**config.mk**
```make
export PLATFORM = sky130hd
export DESIGN_NAME = pwm_quad
export DESIGN_NICKNAME = d
export VERILOG_FILES = /design/src/rtl/pwm_quad_pkg.sv /design/src/rtl/pwm_quad_ctrl.sv /design/src/rtl/pwm_quad_chan.sv /design/src/rtl/pwm_quad.sv
export SDC_FILE = /design/constraint.sdc
export NUM_CORES = 1
export LEC_CHECK = 0
export ABC_AREA = 1
export ABC_CLOCK_PERIOD_IN_PS = 2400
export BUFFER_PORTS_ARGS = -buffer_cell sky130_fd_sc_hd__buf_2
export CAP_MARGIN = 20
export CORE_ASPECT_RATIO = 1.5
export CORE_MARGIN = 4
export CORE_UTILIZATION = 25
export DETAILED_ROUTE_END_ITERATION = 10
export GPL_TIMING_DRIVEN = 0
export SYNTH_ARGS = -nofsm -noshare
export SYNTH_HDL_FRONTEND = slang
export SYNTH_SLANG_ARGS = --single-unit
```
**constraint.sdc**
```tcl
create_clock -name clk -period 2.4 [get_ports clk]
set_clock_uncertainty 0.1 [all_clocks]
set_input_delay 0.36 -clock clk [delete_from_list [all_inputs] [get_ports clk]]
set_output_delay 0.36 -clock clk [all_outputs]
set_load 0.05 [all_outputs]
```
**src/rtl/pwm_quad_pkg.sv**
```systemverilog
package pwm_quad_pkg;
  localparam int BYTE_W    = 8;
  localparam int EXP_W     = 3;
  localparam int EXPC_W    = (1 << EXP_W) - 1;
  localparam int PERIOD_W  = 9;
  localparam int DUTY_W    = 16;

  localparam logic [7:0] OFF_SUBTYPE  = 8'h05;
  localparam logic [7:0] OFF_SIZE     = 8'h41;
  localparam logic [7:0] OFF_PRESCALE = 8'h42;
  localparam logic [7:0] OFF_TYPE     = 8'h43;
  localparam logic [7:0] OFF_DUTY_LO  = 8'h44;
  localparam logic [7:0] OFF_DUTY_HI  = 8'h45;
  localparam logic [7:0] OFF_ENABLE   = 8'h46;
  localparam logic [7:0] OFF_SYNC     = 8'h47;

  typedef struct packed {
    logic [1:0]        refSel;
    logic [1:0]        divSel;
    logic [EXP_W-1:0]  expSel;
    logic [DUTY_W-1:0] duty;
  } chCfg_t;

  typedef struct packed {
    logic commit;
    logic glitchFree;
  } chStrobe_t;

  // last value of the predivider counter for each code: divide by 1, 3, 5, 6
  function automatic logic [2:0] preMax(input logic [1:0] code);
    case (code)
      2'd0:    preMax = 3'd0;
      2'd1:    preMax = 3'd2;
      2'd2:    preMax = 3'd4;
      default: preMax = 3'd5;
    endcase
  endfunction
endpackage

```
**src/rtl/pwm_quad_ctrl.sv**
```systemverilog
module pwm_quad_ctrl
  import pwm_quad_pkg::*;
#(
  parameter int NUM_CH = 4,
  parameter logic [7:0] SUBTYPE_CODE = 8'h2B,
  localparam int CH_W = $clog2(NUM_CH),
  localparam int AW = CH_W + 8
) (
  input  logic                          clk,
  input  logic                          rstN,
  input  logic                          busWe,
  input  logic [AW-1:0]                 busAddr,
  input  logic [BYTE_W-1:0]             busWdata,
  output logic [BYTE_W-1:0]             busRdata,
  output chCfg_t    [NUM_CH-1:0]        stagedCfg,
  output chStrobe_t [NUM_CH-1:0]        strobe,
  output logic      [NUM_CH-1:0]        outEnable,
  output logic      [NUM_CH-1:0]        triState,
  output logic      [NUM_CH-1:0]        srcPwm
);
  logic [CH_W-1:0] chSel;
  logic [7:0]      regOff;
  logic [NUM_CH-1:0][BYTE_W-1:0] sizeReg, preReg, typeReg, dutyLoReg, dutyHiReg, enReg;

  assign chSel  = busAddr[AW-1:8];
  assign regOff = busAddr[7:0];

  always_ff @(posedge clk or negedge rstN) begin
    if (!rstN) begin
      sizeReg   <= '0;
      preReg    <= '0;
      typeReg   <= '0;
      dutyLoReg <= '0;
      dutyHiReg <= '0;
      enReg     <= '0;
    end else if (busWe) begin
      case (regOff)
        OFF_SIZE:     sizeReg[chSel]   <= busWdata;
        OFF_PRESCALE: preReg[chSel]    <= busWdata;
        OFF_TYPE:     typeReg[chSel]   <= busWdata;
        OFF_DUTY_LO:  dutyLoReg[chSel] <= busWdata;
        OFF_DUTY_HI:  dutyHiReg[chSel] <= busWdata;
        OFF_ENABLE:   enReg[chSel]     <= busWdata;
        default: ;
      endcase
    end
  end

  always_comb begin
    case (regOff)
      OFF_SUBTYPE:  busRdata = SUBTYPE_CODE;
      OFF_SIZE:     busRdata = sizeReg[chSel];
      OFF_PRESCALE: busRdata = preReg[chSel];
      OFF_TYPE:     busRdata = typeReg[chSel];
      OFF_DUTY_LO:  busRdata = dutyLoReg[chSel];
      OFF_DUTY_HI:  busRdata = dutyHiReg[chSel];
      OFF_ENABLE:   busRdata = enReg[chSel];
      default:      busRdata = '0;
    endcase
  end

  for (genvar i = 0; i < NUM_CH; i++) begin : g_ch
    assign stagedCfg[i].refSel = sizeReg[i][1:0];
    assign stagedCfg[i].divSel = preReg[i][6:5];
    assign stagedCfg[i].expSel = preReg[i][EXP_W-1:0];
    assign stagedCfg[i].duty   = {dutyHiReg[i], dutyLoReg[i]};
    assign strobe[i].commit     = busWe && (chSel == CH_W'(i)) &&
                                  (regOff == OFF_SYNC) && busWdata[0];
    assign strobe[i].glitchFree = typeReg[i][5];
    assign outEnable[i] = enReg[i][7];
    assign triState[i]  = enReg[i][5];
    assign srcPwm[i]    = enReg[i][2];
  end
endmodule

```
**src/rtl/pwm_quad_chan.sv**
```systemverilog
module pwm_quad_chan
  import pwm_quad_pkg::*;
(
  input  logic      clk,
  input  logic      rstN,
  input  logic      tickSlow,
  input  logic      tickMid,
  input  logic      tickFast,
  input  chCfg_t    cfgIn,
  input  chStrobe_t strobe,
  output logic      level
);
  localparam logic [PERIOD_W-1:0] LAST_CNT = '1;
  localparam logic [DUTY_W-1:0]   FULL_DUTY = DUTY_W'(1 << PERIOD_W);

  chCfg_t act, pend;
  logic   pendValid;
  logic [2:0]          preCnt, preMaxV;
  logic [EXPC_W-1:0]   expCnt, expMaxV;
  logic [PERIOD_W-1:0] cnt;
  logic tickEn, step, wrap, applyNow;

  always_comb begin
    case (act.refSel)
      2'd1:    tickEn = tickSlow;
      2'd2:    tickEn = tickMid;
      2'd3:    tickEn = tickFast;
      default: tickEn = 1'b0;
    endcase
  end

  assign preMaxV  = preMax(act.divSel);
  assign expMaxV  = ~({EXPC_W{1'b1}} << act.expSel);
  assign step     = tickEn && (preCnt == preMaxV) && (expCnt == expMaxV);
  assign wrap     = step && (cnt == LAST_CNT);
  assign applyNow = strobe.commit && !strobe.glitchFree;

  always_ff @(posedge clk or negedge rstN) begin
    if (!rstN) begin
      act       <= '0;
      pend      <= '0;
      pendValid <= 1'b0;
      preCnt    <= '0;
      expCnt    <= '0;
      cnt       <= '0;
    end else if (applyNow) begin
      act       <= cfgIn;
      pendValid <= 1'b0;
      preCnt    <= '0;
      expCnt    <= '0;
      cnt       <= '0;
    end else begin
      if (tickEn) begin
        if (preCnt == preMaxV) begin
          preCnt <= '0;
          if (expCnt == expMaxV) begin
            expCnt <= '0;
            cnt    <= cnt + 1'b1;
          end else begin
            expCnt <= expCnt + 1'b1;
          end
        end else begin
          preCnt <= preCnt + 1'b1;
        end
      end
      if (wrap && pendValid) act <= pend;
      if (strobe.commit) begin
        pend      <= cfgIn;
        pendValid <= 1'b1;
      end else if (wrap) begin
        pendValid <= 1'b0;
      end
    end
  end

  assign level = (act.refSel != 2'd0) &&
                 ((act.duty >= FULL_DUTY) || (DUTY_W'(cnt) < act.duty));


  no_prediv_overrun_chk: assert property (@(posedge clk) disable iff (!rstN)
    preCnt <= preMaxV);


  single_step_chk: assert property (@(posedge clk) disable iff (!rstN)
    !applyNow |=> (cnt == $past(cnt)) || (cnt == $past(cnt) + 9'd1));


  ref_off_frozen_chk: assert property (@(posedge clk) disable iff (!rstN)
    (act.refSel == 2'd0 && !applyNow) |=> $stable(cnt));


  deferred_hold_chk: assert property (@(posedge clk) disable iff (!rstN)
    (pendValid && !wrap && !applyNow) |=> $stable(act));
endmodule

```
**src/rtl/pwm_quad.sv**
```systemverilog
module pwm_quad
  import pwm_quad_pkg::*;
#(
  parameter int NUM_CH = 4,
  parameter logic [7:0] SUBTYPE_CODE = 8'h2B,
  localparam int AW = $clog2(NUM_CH) + 8
) (
  input  logic              clk,
  input  logic              rstN,
  input  logic              tickSlow,
  input  logic              tickMid,
  input  logic              tickFast,
  input  logic              busWe,
  input  logic [AW-1:0]     busAddr,
  input  logic [BYTE_W-1:0] busWdata,
  output logic [BYTE_W-1:0] busRdata,
  output logic [NUM_CH-1:0] pwmOut,
  output logic [NUM_CH-1:0] pwmOe
);
  chCfg_t    [NUM_CH-1:0] stagedCfg;
  chStrobe_t [NUM_CH-1:0] strobe;
  logic      [NUM_CH-1:0] outEnable, triState, srcPwm, level;

  pwm_quad_ctrl #(.NUM_CH(NUM_CH), .SUBTYPE_CODE(SUBTYPE_CODE)) i_ctrl (
    .clk(clk), .rstN(rstN), .busWe(busWe), .busAddr(busAddr),
    .busWdata(busWdata), .busRdata(busRdata), .stagedCfg(stagedCfg),
    .strobe(strobe), .outEnable(outEnable), .triState(triState), .srcPwm(srcPwm)
  );

  for (genvar i = 0; i < NUM_CH; i++) begin : g_chan
    pwm_quad_chan i_chan (
      .clk(clk), .rstN(rstN), .tickSlow(tickSlow), .tickMid(tickMid),
      .tickFast(tickFast), .cfgIn(stagedCfg[i]), .strobe(strobe[i]),
      .level(level[i])
    );
    assign pwmOut[i] = outEnable[i] && srcPwm[i] && level[i];
    assign pwmOe[i]  = outEnable[i] || !triState[i];


    hiz_quiet_chk: assert property (@(posedge clk) disable iff (!rstN)
      !pwmOe[i] |-> !pwmOut[i]);
  end
endmodule

```
==> results of run 1 <==
[area by class of cell]
type | instances | area share
Antenna cell | 2 | 0.000182
Buffer | 142 | 0.0281
Clock buffer | 60 | 0.0463
Clock inverter | 19 | 0.00601
Inverter | 278 | 0.0398
Multi-Input combinational cell | 1959 | 0.370
Sequential cell | 456 | 0.415
Tap cell | 1164 | 0.0530
Timing Repair Buffer | 135 | 0.0410
[how the worst max path moves through the flow]
stage | start | cells past startpoint | end
floorplan | g_chan[2].i_chan.cnt[5] | 8 | pwmOut[2]
global route | g_chan[2].i_chan.act[5] | 10 | pwmOut[2]
global placement | rstN | 1 | i_ctrl.typeReg[22]
detailed placement | busAddr[9] | 11 | busRdata[0]
finish | g_chan[2].i_chan.cnt[3] | 9 | pwmOut[2]
CTS | g_chan[2].i_chan.cnt[7] | 9 | pwmOut[2]
[metal layers]
metal | vias up | part of all wire
met4 | 0 | 0.078
li1 | 9658 | -
met5 | - | 0
met1 | 9500 | 0.37
met3 | 196 | 0.043
met2 | 532 | 0.51
[cell families (layout without fill, tap and decap cells)]
kind of cell             count (synthesis)  count (layout)  synth area share
buffers and inverters                  420             634            0.0761
other                                    0               2                 0
AO/OA/AOI/OAI                          619             619             0.146
adder cells (fa/ha/maj)                 48              48            0.0264
XOR/XNOR                                44              44            0.0170
AND/OR/NAND/NOR                       1248            1248             0.232
flip-flops                             456             456             0.502
[cell usage in the layout (no fill, tap or decap), drive strengths merged, types with 3 or more instances in the layout]
master,instances
a211oi,6
a21oi,44
a22o,7
a22oi,12
a31oi,7
buf,198
clkbuf,132
clkinv,15
clkinvlp,5
dfrtp,456
dlygate4sd3,7
ha,48
inv,275
nand2,885
nand3,168
nand4,47
nor2,115
nor3,15
nor4,4
o211ai,3
o21ai,473
o22ai,58
o2bb2ai,7
or2,4
xor2,42
[repair_timing]
| item | in CTS | in global routing |
|---|---|---|
| endpoints found under the setup margin | 32 | 63 |
| buffers inserted | 54 | 32 |
| gates resized for setup | 242 | 75 |
| endpoints found under the hold margin | 68 | 0 |
| pin swaps | 53 | 54 |
| hold buffers | 7 | 0 |
[worst min-delay path, stage by stage]
cell     delay, ps
buf_2          180
nand2_1         90
o21ai_0         70
[power by group]
group	internal, mW	switching (mW)	leakage [nW]
Sequential	7.76	0.0575	6.11
Combinational	0.203	0.577	5.72
Clock	3.95	3.12	0.715
Total	11.9	3.76	12.5
[registers in the layout (all words and copies together) (netlist names), 20 cells and up]
name                  count
g_chan.i_chan.act        92
g_chan.i_chan.cnt        36
g_chan.i_chan.expCnt     28
g_chan.i_chan.pend       92
i_ctrl.enReg             20
i_ctrl.sizeReg           24
i_ctrl.stagedCfg         92
i_ctrl.typeReg           28
[stage by stage]
step	utilization	total power [mW]	setup TNS (ps)
floorplan	-	8.22	0
global placement	0.270	8.62	-4015140
detailed placement	0.272	8.64	-27380
CTS	0.299	15.8	-2240
global route	0.305	16.2	-2460
finish	0.305	15.7	-1620
==> impl_metrics.csv, run 1 <==
group,metric,value,unit
status,outcome,"finished, violations left",
status,violations,"negative setup slack",
global_route,gr-total-overflow,0,
logic_synthesis,yosysTopAreaCell,"dfrtp_1",
min_path,min_path_type,"input port to flop",
logic_synthesis,yosysSeqAreaShare,0.502,
cells_and_area,regArea,0.0114,sq mm
worst_setup_path,reg2reg_slack,140,ps
job,maxCapViolCount,0,
global_route,grtUsageMet1,0.171,
worst_setup_path,crit_path_end_kind,"primary output",
logic_synthesis,synth_seq_cells,456,
logic_synthesis,yosys_warnings,0,
cells_and_area,fin_area,0.0275,sq mm
drt,drt-total-wl,75700,um
drt,avgRoutedWirePerCell,18.0,um
place,gp_congestion,1.02,
worst_setup_path,critPathBufInv,1,
sta,setup_viol_count_final,11,
floorplan,std_cell_rows,135,
sta,worstMarginPinSlew,1080,ps
clock_network,clock_latency,570,ps
sta,finalCriticalPeriod,2660,ps
worst_setup_path,rr_startpoint,"g_chan[3].i_chan.cnt[1]",
worst_setup_path,crit_family,"compound AO/OA/AOI/OAI gates",
cells_and_area,drive_above_1_share,0.166,
cells_and_area,nNetsFinal,3088,
sta,relSlewSlack,0.277,
logic_synthesis,ys_async_sr_fraction,1.00,
place,dpl_worst_slack,-857,ps
global_route,met3_usage,0.0192,
global_route,grt_max_degree,107,
global_route,grt_usage,0.156,
logic_synthesis,syn_area,0.0227,sq mm
global_route,grt_pass1_wl,117000,um
clock_network,h-tree-depth,2,
floorplan,die_w,254,um
clock_network,cts_root_buf,"clkbuf_16",
logic_synthesis,synth_edf_count,0,
worst_setup_path,cpPeakStageDelay,420,ps
place,place_hpwl,57100,um
logic_synthesis,synthDistinctLibCells,47,
floorplan,dieHeight,377,um
place,dp_cells,4041,
cells_and_area,multiInputGateArea,0.0102,sq mm
worst_setup_path,critPathArrivalTime,2200,ps
logic_synthesis,synth_top_cells_by_count,"nand2_1, dfrtp_1, o21ai_0, inv_1, nand3_1",
logic_synthesis,syn-num-nets,2907,
logic_synthesis,avgSynthCellArea,8.02,sq um
min_path,worstHoldStart,"busWdata[7]",
cells_and_area,nFillCells,9632,
place,placed_cell_area,0.0245,sq mm
floorplan,die_area,0.0959,sq mm
drt,drc,0,
worst_setup_path,cpMaxStageDelayCell,"dfrtp_1",
floorplan,core-area,0.0902,sq mm
logic_synthesis,synthTopCellsByArea,"dfrtp_1, nand2_1, o21ai_0, inv_1, nand3_1",
sta,rsz0062_at_grt,"true",
pwr,peakVddDrop,427,uV
place,portBuffers,38,
logic_synthesis,synth.most_common_cell,"nand2_1",
worst_setup_path,path_common_cell,"nand2_1",
min_path,hold_path_end,"i_ctrl.stagedCfg[30]",
logic_synthesis,synth_top_cell_area_share,0.502,
sta,hold_violations,0,
pwr,p_leak,12.5,nW
worst_setup_path,cp_max_fo,3,
worst_setup_path,crit_chain,"ha_1, a21oi_1, o21ai_0, nand2_1, nand2_1, nand2_1, nand2_2, a21oi_4, buf_6",
global_route,grt_use_met2,0.282,
sta,whs,83.8,ps
drt,firstDrtPassIters,6,
clock_network,tritoncts,"yes",
drt,drt_iter0_markers,1594,
worst_setup_path,reg2regPathDepth,9,
clock_network,clock_sinks,456,
clock_network,clockBufferDepth,3,
drt,via_count,19886,
worst_setup_path,crit_type,"flop to primary output",
floorplan,start_util,0.252,
min_path,whs_path_depth,3,
sta,fin_crit_sh,1.11,
clock_network,cts_buffers,44,
global_route,grt_pass1_vias,19437,
floorplan,io_pins,40,
sta,setup_slack,-260,ps
worst_setup_path,crit_required,1940,ps
worst_setup_path,worstSetupStartpointType,"flop",
pwr,powerDensity,570,mW/mm^2
sta,slew_viol_final,0,
global_route,grt-busiest-layer,"met2",
logic_synthesis,netlist_instances,2835,
logic_synthesis,ys.flop_type,"dfrtp_1",
sta,timing.fmax,376,MHz
cells_and_area,fin_cells,4215,
cells_and_area,area_growth_syn_to_layout,21.0,%
clock_network,clk_pin_slew_worst_paths,70,ps
drt,vias_per_cell,4.72,
worst_setup_path,reg2reg_to,"g_chan[3].i_chan.act[13]",
drt,antenna_left,0,
global_route,antenna_found_initial,3,
Power figures use the tool's default switching activity.
==> run 2, diff against run 1 <==
--- a/config.mk
+++ b/config.mk
@@ -14,6 +14,7 @@
 export CORE_UTILIZATION = 25
 export DETAILED_ROUTE_END_ITERATION = 10
 export GPL_TIMING_DRIVEN = 0
+export RECOVER_POWER = 50
 export SYNTH_ARGS = -nofsm -noshare
 export SYNTH_HDL_FRONTEND = slang
 export SYNTH_SLANG_ARGS = --single-unit
==> run 2 against run 1 <==
The run still ends with negative setup slack left. Die area unchanged. Clock power about the same. Global-route usage stayed put. Final area shrank 0.37%. Highest routed layer unchanged. Critical endpoint unchanged. Combinational power decreased by 2%. Largest cell class unchanged. Non-clock buffer count did not move. Hold slack better by 5.9 ps.
==> impl_metrics.csv, run 2 (synthesized netlist as in run 1, its figures left out) <==
group,metric,value,unit
pwr,combPwrFrac,0.049,
floorplan,die_area,0.0959,sq mm
cells_and_area,area_growth_syn_to_layout,20.5,%
sta,hold_violations,0,
drt,drt_iter0_markers,1641,
sta,slew_viol_final,0,
sta,finalCriticalPeriod,2660,ps
global_route,antenna_found_initial,3,
clock_network,clock_sinks,456,
clock_network,cts_buffers,44,
pwr,internal_power,11.9,mW
clock_network,clockBufferDepth,3,
sta,relSlewSlack,0.169,
cells_and_area,final_cell_mix,"nand2_1, dfrtp_1, o21ai_0",
pwr,swShare,0.240,
floorplan,core-area,0.0902,sq mm
drt,avgRoutedWirePerCell,18.0,um
clock_network,tritoncts,"yes",
place,dp_cells,4041,
sta,setup_slack,-264,ps
global_route,gr-total-overflow,0,
worst_setup_path,crit_type,"flop to primary output",
sta,fin_crit_sh,1.11,
pwr,p_seq_frac,0.499,
clock_network,cts_root_buf,"clkbuf_16",
min_path,min_path_type,"input port to flop",
cells_and_area,mostFrequentLayoutCell,"nand2_1",
cells_and_area,final_util,0.304,
drt,antenna_left,0,
place,gp_congestion,1.02,
pwr,pwr-share-clk,0.451,
pwr,power.total,15.6,mW
place,place_hpwl,57100,um
floorplan,std_cell_rows,135,
global_route,grt_max_degree,107,
floorplan,io_pins,40,
pwr,powerDensity,571,mW/mm^2
global_route,grt_pass1_vias,19437,
global_route,grt_pass1_wl,117000,um
sta,worstMarginPinSlew,1250,ps
worst_setup_path,worstSetupStartpointType,"flop",
worst_setup_path,crit_required,1940,ps
pwr,p_leak,12.5,nW
sta,timing.fmax,375,MHz
sta,setup_viol_count_final,102,
job,maxCapViolCount,0,
cells_and_area,nFillCells,9651,
clock_network,h-tree-depth,2,
worst_setup_path,critPathArrivalTime,2200,ps
sta,whs,89.7,ps
cells_and_area,nNetsFinal,3088,
place,portBuffers,38,
status,violations,"negative setup slack",
global_route,grt_usage,0.156,
drt,drt-total-wl,75700,um
drt,drc,0,
place,dpl_worst_slack,-857,ps
sta,rsz0062_at_grt,"true",
clock_network,clock_latency,570,ps
floorplan,start_util,0.252,
drt,via_count,19896,
status,outcome,"finished, violations left",
drt,vias_per_cell,4.72,
pwr,peakVddDrop,426,uV
worst_setup_path,crit_path_end_kind,"primary output",
pwr,switchingPower,3.75,mW
drt,firstDrtPassIters,7,
floorplan,die_w,254,um
clock_network,clk_pin_slew_worst_paths,70,ps
cells_and_area,drive_above_1_share,0.160,
cells_and_area,fin_cells,4214,
worst_setup_path,cp_max_fo,3,
floorplan,dieHeight,377,um
-- run 2: cell types whose count changed in the layout (fill, tap and decap cells not counted), moves of 2 or more --
cell      before  now
buf_2         60   47
nand3_1      160  162
o21ai_0      377  385
nand3_2        6    4
buf_16         4    2
nand2_2       17   15
nand2_1      863  866
clkbuf_2       4    6
o21ai_1       78   70
clkbuf_1      72   85
-- run 2: critical path, stage by stage, from the launching register on --
cell     delay (ps)
dfrtp_1         420
ha_1            320
a21oi_1         140
o21ai_0         110
nand2_1          70
nand2_1          70
nand2_1         100
nand2_2          60
a21oi_4         170
buf_6           190
-- run 2: power by group through the flow --
stage | Clock (mW) | Combinational (mW) | Sequential (mW)
2_1_floorplan | 0 | 0.277 | 7.94
3_3_place_gp | 0 | 0.665 | 7.96
3_5_place_dp | 0 | 0.688 | 7.95
4_1_cts | 7.24 | 0.765 | 7.81
5_1_grt | 7.48 | 0.839 | 7.82
6_report | 7.06 | 0.768 | 7.81
-- run 2: layout make-up --
cell class / instances / area, sq um / area share
sequential: 456 / 11400 / 0.417
antenna: 1 / 2.50 / 0.0000914
inverter: 278 / 1090 / 0.0400
buffer: 142 / 761 / 0.0278
clock inverter: 19 / 165 / 0.00603
tap: 1164 / 1460 / 0.0532
multi-input combinational: 1959 / 10100 / 0.370
clock buffer: 60 / 1270 / 0.0465
timing repair buffer: 135 / 1080 / 0.0395
-- run 2: repair_timing --
| item | in CTS | in global routing |
|---|---|---|
| hold endpoints to repair | 68 | 0 |
| endpoints found under the setup margin | 32 | 63 |
| gates cloned | 0 | 0 |
| pin swaps | 53 | 54 |
| hold buffers | 7 | 0 |
| buffers inserted | 54 | 32 |
| resized for setup | 242 | 75 |
-- run 2: per-stage QoR --
| stage | cell area [sq um] | TNS, ps |
|---|---|---|
| final | 27400 | -6950 |
| after global routing | 27400 | -54830 |
| after CTS | 27000 | -2240 |
| after detailed placement | 24500 | -27380 |
| after global placement | 24400 | -4015140 |
| after floorplan | 22700 | 0 |
-- run 2: worst paths after layout --
check / startpoint / to / slack [ps] / depth (start not counted)
max in group asynchronous: rstN / i_ctrl.typeReg[15] / -10 / 4
min in group asynchronous: rstN / g_chan[2].i_chan.cnt[5] / 200 / 2
hold reg to reg: g_chan[3].i_chan.pend[0] / g_chan[3].i_chan.pend[0] / 380 / 2
setup / recovery: g_chan[2].i_chan.cnt[3] / pwmOut[2] / -260 / 9
hold / removal: busWdata[0] / i_ctrl.stagedCfg[54] / 90 / 3
setup reg to reg: g_chan[3].i_chan.cnt[1] / g_chan[3].i_chan.act[13] / 140 / 9
-- run 2: metal layers --
| metal | track usage | part of all wire | routed length (um) | vias to the layer above |
|---|---|---|---|---|
| met5 | 0 | 0 | 0 | - |
| met3 | 0.0192 | 0.043 | 3270 | 196 |
| li1 | - | - | - | 9662 |
| met4 | 0.101 | 0.078 | 5890 | 0 |
| met2 | 0.282 | 0.51 | 38300 | 518 |
| met1 | 0.171 | 0.37 | 28300 | 9520 |
